<file path="src/rtl/sercfg_pkg.sv">
package sercfg_pkg;

    localparam int ADDR_BITS  = 8;
    localparam int DATA_BITS  = 8;
    localparam int IDX_BITS   = 4;
    localparam int FRAME_BITS = ADDR_BITS + DATA_BITS;
    localparam int CNT_W      = $clog2(FRAME_BITS + 1);

    // field positions inside the address word (behavioural: host encodes them)
    localparam int POS_DIR  = 0;
    localparam int POS_SEL0 = 1;
    localparam int POS_SEL1 = 2;
    localparam int POS_IDX  = 3;

    typedef enum logic [2:0] {
        PH_IDLE,
        PH_ADDR,
        PH_WDATA,
        PH_RDATA,
        PH_HOLD
    } phase_t;

    typedef struct packed {
        logic                is_read;
        logic                sel0;
        logic                sel1;
        logic [IDX_BITS-1:0] idx;
    } addr_fields_t;

    function automatic addr_fields_t split_addr(input logic [ADDR_BITS-1:0] word);
        addr_fields_t f;
        f.is_read = word[POS_DIR];
        f.sel0    = word[POS_SEL0];
        f.sel1    = word[POS_SEL1];
        f.idx     = word[POS_IDX +: IDX_BITS];
        return f;
    endfunction

    function automatic logic frame_accepted(input addr_fields_t f,
                                            input logic cs0,
                                            input logic cs1,
                                            input logic bcast_n);
        if (!bcast_n)
            return f.sel0 & f.sel1;
        return (f.sel0 == cs0) && (f.sel1 == cs1);
    endfunction

endpackage

</file>
<file path="src/rtl/sercfg_edges.sv">
module sercfg_edges (
    input  logic clk,
    input  logic rst,
    input  logic ser_en,
    input  logic ser_clk,
    output logic en_rise,
    output logic en_fall,
    output logic sclk_rise,
    output logic sclk_fall
);
    logic en_q;
    logic sclk_q;

    always_ff @(posedge clk) begin
        if (rst) begin
            // enable treated as already high so a level held through reset is no edge
            en_q   <= 1'b1;
            sclk_q <= 1'b0;
        end else begin
            en_q   <= ser_en;
            sclk_q <= ser_clk;
        end
    end

    assign en_rise   =  ser_en & ~en_q;
    assign en_fall   = ~ser_en &  en_q;
    assign sclk_rise =  ser_clk & ~sclk_q;
    assign sclk_fall = ~ser_clk &  sclk_q;

endmodule

</file>
<file path="src/rtl/sercfg_regbank.sv">
module sercfg_regbank #(
    parameter int DW = 8,
    parameter int IW = 4
) (
    input  logic          clk,
    input  logic          rst,
    input  logic          wr_en,
    input  logic [IW-1:0] wr_idx,
    input  logic [DW-1:0] wr_data,
    input  logic [IW-1:0] ra_idx,
    output logic [DW-1:0] ra_data,
    input  logic [IW-1:0] rb_idx,
    output logic [DW-1:0] rb_data
);
    localparam int NREG = 1 << IW;

    logic [DW-1:0] regs [NREG];

    for (genvar g = 0; g < NREG; g++) begin : g_reg
        always_ff @(posedge clk) begin
            if (rst)
                regs[g] <= '0;
            else if (wr_en && (wr_idx == IW'(g)))
                regs[g] <= wr_data;
        end
    end

    assign ra_data = regs[ra_idx];
    assign rb_data = regs[rb_idx];

    // a commit request lands in the addressed register
    a_r1_write_lands: assert property (@(posedge clk) disable iff (rst)
        wr_en |=> regs[$past(wr_idx)] == $past(wr_data));

    // reset leaves the addressed storage empty
    a_r10_cleared: assert property (@(posedge clk)
        rst |=> regs[rb_idx] == '0 || $past(wr_en));

endmodule

</file>
<file path="src/rtl/sercfg_frame.sv">
module sercfg_frame
    import sercfg_pkg::*;
#(
    parameter int AW = ADDR_BITS,
    parameter int DW = DATA_BITS,
    parameter int IW = IDX_BITS
) (
    input  logic          clk,
    input  logic          rst,
    input  logic          ser_en,
    input  logic          ser_din,
    input  logic          en_rise,
    input  logic          en_fall,
    input  logic          sclk_rise,
    input  logic          sclk_fall,
    input  logic          cs0,
    input  logic          cs1,
    input  logic          bcast_n,
    output logic          wr_en,
    output logic [IW-1:0] wr_idx,
    output logic [DW-1:0] wr_data,
    output logic [IW-1:0] look_idx,
    input  logic [DW-1:0] look_data,
    output logic          sdo,
    output logic          doe
);
    localparam int FULL  = AW + DW;
    localparam int CW    = $clog2(FULL + 1);
    localparam int SW    = $clog2(DW);
    localparam logic [CW-1:0] CNT_FULL  = CW'(FULL);
    localparam logic [CW-1:0] CNT_ADDRL = CW'(AW - 1);
    localparam logic [SW-1:0] SENT_LAST = SW'(DW - 1);

    phase_t        phase;
    logic [CW-1:0] cnt;
    logic [AW-1:0] ash;
    logic [DW-1:0] dsh;
    logic [DW-1:0] tx;
    logic [SW-1:0] sent;
    logic [IW-1:0] idx_q;

    logic [AW-1:0] addr_next;
    addr_fields_t  fld;
    logic          accept;

    assign addr_next = {ser_din, ash[AW-1:1]};
    assign fld       = split_addr(addr_next);
    assign accept    = frame_accepted(fld, cs0, cs1, bcast_n);
    assign look_idx  = fld.idx;

    assign wr_en   = (phase == PH_WDATA) && en_fall && (cnt == CNT_FULL);
    assign wr_idx  = idx_q;
    assign wr_data = dsh;

    always_ff @(posedge clk) begin
        if (rst) begin
            phase <= PH_IDLE;
            cnt   <= '0;
            ash   <= '0;
            dsh   <= '0;
            tx    <= '0;
            sent  <= '0;
            idx_q <= '0;
            sdo   <= 1'b0;
            doe   <= 1'b0;
        end else begin
            unique case (phase)
                PH_IDLE: begin
                    if (en_rise) begin
                        phase <= PH_ADDR;
                        cnt   <= '0;
                    end
                end
                PH_ADDR: begin
                    if (!ser_en) begin
                        phase <= PH_IDLE;
                    end else if (sclk_rise) begin
                        ash <= addr_next;
                        cnt <= cnt + 1'b1;
                        if (cnt == CNT_ADDRL) begin
                            if (!accept) begin
                                phase <= PH_HOLD;
                            end else if (fld.is_read) begin
                                phase <= PH_RDATA;
                                tx    <= look_data;
                                sdo   <= look_data[0];
                                doe   <= 1'b1;
                                sent  <= '0;
                            end else begin
                                phase <= PH_WDATA;
                                idx_q <= fld.idx;
                            end
                        end
                    end
                end
                PH_WDATA: begin
                    if (!ser_en) begin
                        phase <= PH_IDLE;
                    end else if (sclk_rise) begin
                        dsh <= {ser_din, dsh[DW-1:1]};
                        if (cnt != CNT_FULL)
                            cnt <= cnt + 1'b1;
                    end
                end
                PH_RDATA: begin
                    if (!ser_en) begin
                        phase <= PH_IDLE;
                        doe   <= 1'b0;
                        sdo   <= 1'b0;
                    end else if (sclk_fall) begin
                        if (sent == SENT_LAST) begin
                            phase <= PH_HOLD;
                            doe   <= 1'b0;
                            sdo   <= 1'b0;
                        end else begin
                            tx   <= tx >> 1;
                            sdo  <= tx[1];
                            sent <= sent + 1'b1;
                        end
                    end
                end
                PH_HOLD: begin
                    if (!ser_en)
                        phase <= PH_IDLE;
                end
                default: phase <= PH_IDLE;
            endcase
        end
    end

    // enable low always releases the data line by the next cycle
    a_r8_release_on_en_low: assert property (@(posedge clk) disable iff (rst)
        !ser_en |=> !doe);

    // read data only moves on a serial falling edge
    a_r7_bit_held: assert property (@(posedge clk) disable iff (rst)
        (doe && ser_en && !sclk_fall) |=> $stable(sdo));

    // bit counter never passes the full frame length
    a_r6_cnt_saturates: assert property (@(posedge clk) disable iff (rst)
        cnt <= CNT_FULL);

    // reset returns the control state to idle with the line released
    a_r10_idle_after_reset: assert property (@(posedge clk)
        rst |=> (phase == PH_IDLE) && !doe);

    // the output enable only rises on a serial rising edge
    a_r9_doe_on_rise_only: assert property (@(posedge clk) disable iff (rst)
        $rose(doe) |-> $past(sclk_rise));

endmodule

</file>
<file path="src/rtl/sercfg_port.sv">
module sercfg_port
    import sercfg_pkg::*;
#(
    parameter int AW = ADDR_BITS,
    parameter int DW = DATA_BITS,
    parameter int IW = IDX_BITS
) (
    input  logic          clk,
    input  logic          rst,
    input  logic          ser_en,
    input  logic          ser_clk,
    input  logic          ser_din,
    output logic          ser_dout,
    output logic          ser_doe,
    input  logic          strap_sel0,
    input  logic          strap_sel1,
    input  logic          strap_bcast_n,
    input  logic [IW-1:0] core_idx,
    output logic [DW-1:0] core_data
);
    logic          en_rise, en_fall, sclk_rise, sclk_fall;
    logic          wr_en;
    logic [IW-1:0] wr_idx, look_idx;
    logic [DW-1:0] wr_data, look_data;

    sercfg_edges u_edges (
        .clk      (clk),
        .rst      (rst),
        .ser_en   (ser_en),
        .ser_clk  (ser_clk),
        .en_rise  (en_rise),
        .en_fall  (en_fall),
        .sclk_rise(sclk_rise),
        .sclk_fall(sclk_fall)
    );

    sercfg_frame #(.AW(AW), .DW(DW), .IW(IW)) u_frame (
        .clk      (clk),
        .rst      (rst),
        .ser_en   (ser_en),
        .ser_din  (ser_din),
        .en_rise  (en_rise),
        .en_fall  (en_fall),
        .sclk_rise(sclk_rise),
        .sclk_fall(sclk_fall),
        .cs0      (strap_sel0),
        .cs1      (strap_sel1),
        .bcast_n  (strap_bcast_n),
        .wr_en    (wr_en),
        .wr_idx   (wr_idx),
        .wr_data  (wr_data),
        .look_idx (look_idx),
        .look_data(look_data),
        .sdo      (ser_dout),
        .doe      (ser_doe)
    );

    sercfg_regbank #(.DW(DW), .IW(IW)) u_regs (
        .clk    (clk),
        .rst    (rst),
        .wr_en  (wr_en),
        .wr_idx (wr_idx),
        .wr_data(wr_data),
        .ra_idx (core_idx),
        .ra_data(core_data),
        .rb_idx (look_idx),
        .rb_data(look_data)
    );

endmodule

</file>
<file path="config.mk">
export PLATFORM = sky130hd
export DESIGN_NAME = sercfg_port
export DESIGN_NICKNAME = d
export VERILOG_FILES = /design/src/rtl/sercfg_pkg.sv /design/src/rtl/sercfg_edges.sv /design/src/rtl/sercfg_regbank.sv /design/src/rtl/sercfg_frame.sv /design/src/rtl/sercfg_port.sv
export SDC_FILE = /design/constraint.sdc
export NUM_CORES = 1
export LEC_CHECK = 0
export BUFFER_PORTS_ARGS = -buffer_cell sky130_fd_sc_hd__buf_4
export CAP_MARGIN = 20
export CORE_MARGIN = 2
export CORE_UTILIZATION = 56
export CTS_CLUSTER_SIZE = 14
export DETAILED_ROUTE_END_ITERATION = 8
export GPL_TIMING_DRIVEN = 0
export PLACE_DENSITY = 0.73
export SYNTH_ARGS = -nofsm -noshare
export SYNTH_HDL_FRONTEND = slang
export SYNTH_SLANG_ARGS = --single-unit
</file>
<file path="constraint.sdc">
create_clock -name clk -period 6.3 [get_ports clk]
set_input_delay 1.26 -clock clk [delete_from_list [all_inputs] [get_ports clk]]
set_output_delay 1.26 -clock clk [all_outputs]
set_load 0.005 [all_outputs]
</file>
==> After elaboration in Yosys (flattened, before gate mapping) <==
Memories as Yosys holds them, arrays and structs flattened. A register that Yosys moved wholly into a read port is not among the register bits.
Cells that the tools add are included.
{ "classes": {"eq_ne": 42, "shift": 0, "mux": 123, "div": 0, "bitwise": 26, "n_mul": 0, "add_sub_neg": 2, "order_cmp": 0, "reduce_logical": 32} }
{ "op_table": {"columns": ["operator", "n"], "rows": [
  ["8-bit two-way mux", 24],
  ["1-bit two-way mux", 68],
  ["3-bit two-way mux", 17],
  ["4-bit equality test (second input constant)", 8],
  ["5-bit two-way mux", 6],
  ["2-bit inequality test (second input constant)", 10],
  ["1-bit logical AND", 19],
  ["4-bit by 3-bit equality test with 1-bit output (second input constant)", 4],
  ["1-bit bitwise OR", 16],
  ["8-bit one-hot mux with 2 select lines", 1],
  ["5-bit one-hot mux with 3 select lines", 1],
  ["7-bit AND reduction", 2],
  ["3-bit one-hot mux with 4 select lines", 1],
  ["6-bit AND reduction", 2],
  ["9-bit AND reduction", 1],
  ["4-bit by 2-bit equality test with 1-bit output (second input constant)", 2],
  ["4-bit two-way mux", 2],
  ["8-bit AND reduction", 1],
  ["3-bit by 2-bit equality test with 1-bit output (second input constant)", 2],
  ["3-bit equality test (second input constant)", 2],
  ["2-bit by 1-bit inequality test with 1-bit output (second input constant)", 3],
  ["3-bit by 2-bit inequality test with 1-bit output (second input constant)", 2],
  ["3-bit inequality test (second input constant)", 2],
  ["3-bit one-hot mux with 2 select lines", 1],
  ["other kinds (17)", 28]
]} }
{ "totals": {"ff_bits": 43, "word_cells": 237, "mem_count": 1, "ram_bits": 128, "inputBits": 12, "romBits": 0, "out_inout_bits": 10, "latch_bits": 0} }
{ "memory_table": {"columns": ["name", "depth", "word_bits", "read_ports", "rd_ports_with_merged_regs", "write_ports", "line", "rtl"], "rows": [
  ["u_regs.regs", 16, 8, 2, 1, 16, "sercfg_regbank.sv:17", "logic [DW-1:0] regs [NREG];"]
]} }

==> Depth between registers and ports, before layout <==
{ "depth": {"depth_word": 9, "depth_mapped": 8, "depth_no_buf": 7} }

==> Hierarchy <==
Synthesis repeated with hierarchy kept, for this count alone.
{ "hier_totals": {"cells_unflattened": 690, "hier_area_um2": 8921.1} }
{ "modules_own_cells": {"columns": ["module", "n_inst", "area_each_um2", "cells_per_inst", "seq_area_each_um2"], "rows": [
  ["sercfg_regbank", 1, 6856.6, 454, 3843.7],
  ["sercfg_frame", 1, 1986.9, 228, 780.7],
  ["sercfg_edges", 1, 77.6, 8, 40.0]
]} }

==> Worst setup path before layout <==
OpenSTA, ideal clock, no wires.
{ "synth_path": {"kind": "input-to-output", "start": "input core_idx[0]", "end": "output core_data[0]", "t_arrival_ns": 2.773, "path_slack_ns": 2.267, "required_ns": 5.040, "n_path_buf": 2, "cell_stages": 4, "path_cell_list": "clkbuf_1 > buf_2 > mux4_2 > mux4_2"} }
{ "synth_via": {"elab_chain_cells": 1} }
{ "synth_lines": {"columns": ["element", "line", "rtl"], "rows": [
  ["start, declared", "sercfg_port.sv:18", "input logic [IW-1:0] core_idx,"],
  ["memory read 16 x 8 bit", null, null],
  ["end, declared", "sercfg_port.sv:19", "output logic [DW-1:0] core_data"]
]} }
Every way passes these cells.

==> Worst setup path after layout <==
{ "layout_path": {"start": "input core_idx[0]", "end": "output core_data[6]"} }
Same word-level chain as after synthesis.

==> results.md <==
* FMAX at 220 MHz
* Fillers at 1,164
* Period Utilization, post-route at 72.1%
* CP endpoint kind: output port
* Cell area power density at 259 nW/µm²
* Yosys top cell by area: edfxtp_1
* Hold path depth at 2
* Num rows at 46
* Utilization after layout at 63.2%
* CTS tree: yes
* GRT overflow at 0
* Synth area leaders: edfxtp_1 43%, mux4_2 18%, dfxtp_1 10%
* Hold Vio Cnt, Final at 0
* Synth Flop Type: edfxtp_1
* Reg area at 4740 µm²
* Root buf cell: clkbuf_16
* Detailed-route via count at 6,008
* # resized after CTS at 0
* Critical path peak fanout at 10
* Die Y at 130 µm
* Leak pwr at 3.26 nW
* Status: completed
* H-tree depth at 4
* Initial core utilization at 56.6%
* Fin Hold WS at 0.458 ns
* Share of layout cells above drive strength 1 at 20.1%
* # port buffers at 18
* Area used by multi-input combinational logic at 3950 µm²
* Top cell type's share of synthesized area at 43.2%
* Largest net degree at the start of global routing at 17
* Worst-case reg-to-reg path depth at 5
* Syn Nets at 681
* Peak supply drop at 0.000195 V
* TritonRoute pass-1 iters at 8
* Initial antenna violation count at 0
* First-pass GRT wire length at 33,900 µm
* Synthesized flop and latch total at 173
* Clk Latency, worst-skew pair at 0.45 ns
* Final net count at 718
* Synthesis warning total at 0
* R2R Setup Slk at 3.20 ns
* Setup TNS Final at 0 ns
* Most frequent cells in the layout: 128 x and2_1, 128 x edfxtp_1, 73 x mux4_2
* Total detailed-routing wirelength at 22,500 µm
* CP arrival at 3.28 ns
* RSZ-0062 raised after global routing: no
* Critical path launch point type: input port
* Synthesized instance count at 665
* Drt first-iter violations at 737
* Cell variety after synth at 56
* Async SR Flop Fraction at 0%
* Routed Antenna Nets at 0
* DIE WIDTH at 130 µm
* Area after DPL at 9300 µm²
* Setup WS pre-CTS at 1.77 ns
* Worst-case clock buffer depth at 2
* Syn_area_per_cell at 13.4 µm²
* Dpl cells at 899
* Vias in the first global route at 5,858
* Slew margin rel. at 32.6%
* Worst path required time at 5.04 ns
* Post-synth EDFFs at 128
* Area Growth Syn to Fin at 11.5%
* Critical path class: in2out
* Dpl hpwl at 16,700 µm
* Final Cell Area at 9920 µm²
* CORE AREA at 15,700 µm²
* Wire per inst at 24.2 µm
* Tmin final at 4.54 ns
* Hold_buf cts at 0
* Setup violations, final at 0
* Via/cell ratio at 6.45
* Final std cells w/o fill at 931
* Slew of the pin with the lowest slew margin at 1.00 ns
* GRT Total Usage at 28.1%
* DRC viols at 0
* Setup repair bufs after CTS at 0
* RePlAce Congestion at 1.04
* Clock skew at 0.0131 ns
* Full die area at 16,900 µm²
* Slew Viols, Final at 0
* Total power at 2.57 mW
* Total CTS buffers at 17
* I/O pin count at 22
* Worst hold path class: reg2reg
* Post-Synthesis Cell Area at 8900 µm²
* Post-synthesis sequential area ratio at 53.3%
* ANT cells at 0
* Clk pin slew, worst setup/hold paths at 0.06 ns
* Max cap viols at 0
* Setup WS post-layout at 1.76 ns
* Clock sinks at 173
## cells in the mapped netlist, drive strengths merged (3+ instances only)
cell type	count
and2	128
edfxtp	128
mux4	73
dfxtp	45
nand2	43
a21oi	31
clkbuf	25
nor2	25
nand3	21
o21bai	17
buf	15
inv	9
o21ai	9
mux2i	8
a22o	7
or2	7
nor2b	6
o2111ai	6
nand3b	5
or3	5
ha	4
nand2b	4
nand4	3
nor3	3
o31ai	3
## registers in the layout, indices dropped and copies added, names as in the netlist, named ones only
| register | count |
|---|---|
| u_edges.sclk_q | 1 |
| u_edges.en_q | 1 |
| u_frame.ash | 7 |
| u_frame.tx | 7 |
| u_regs.regs | 128 |
| u_frame.sdo | 1 |
| u_frame.sent | 3 |
| u_frame.cnt | 5 |
| u_frame.doe | 1 |
| u_frame.phase | 3 |
| u_frame.wr_data | 8 |
| u_frame.wr_idx | 4 |
## per-layer routing
layer,GRT usage (%),routed length (µm),vias to the layer above
met3,5.70,1760,47
met2,44.3,10800,296
met4,13.5,947,0
li1,-,-,2612
met1,38.0,9020,3053
met5,0,0,-
## path summary, 6_finish.rpt
path | startpoint | endpoint
max | core_idx[0] | core_data[6]
min | u_frame.doe$_SDFFE_PP0P_ | u_frame.doe$_SDFFE_PP0P_
max reg2reg | u_frame.phase[1]$_SDFFE_PP0P_ | u_regs.regs[0][1]$_SDFFCE_PN0P_
min reg2reg | u_frame.doe$_SDFFE_PP0P_ | u_frame.doe$_SDFFE_PP0P_
## where the power goes
part	switching [mW]	leakage [nW]	internal (mW)
Clock	0.445	0.318	0.646
Sequential	0.0267	1.58	1.27
Combinational	0.0987	1.36	0.0905
Total	0.570	3.26	2.00
## final cells by class
type,count,area share [%]
clock buffers,23,5.47
repair buffers,18,1.36
plain buffers,40,1.70
well taps,216,2.72
clock inverters,9,0.769
multi-input cells,443,39.8
flip-flops and latches,173,47.8
inverters,9,0.340
## cell families after synthesis
| family | Yosys count | synth area share (%) |
|---|---|---|
| buffers and inverters | 49 | 2.28 |
| adders and majority gates | 4 | 0.562 |
| AOI/OAI and AO/OA | 88 | 6.64 |
| xor gates and xnor gates | 3 | 0.295 |
| muxes | 82 | 19.5 |
| and+or+nand+nor | 266 | 17.4 |
| DFF | 173 | 53.3 |
## worst max-delay path, stage by stage
cell and delay [ns]:
clkbuf_1 0.27, buf_2 0.44, mux4_2 0.60, mux4_2 0.54
buf_4 0.16
No activity file was read; power rests on OpenSTA's default activity.
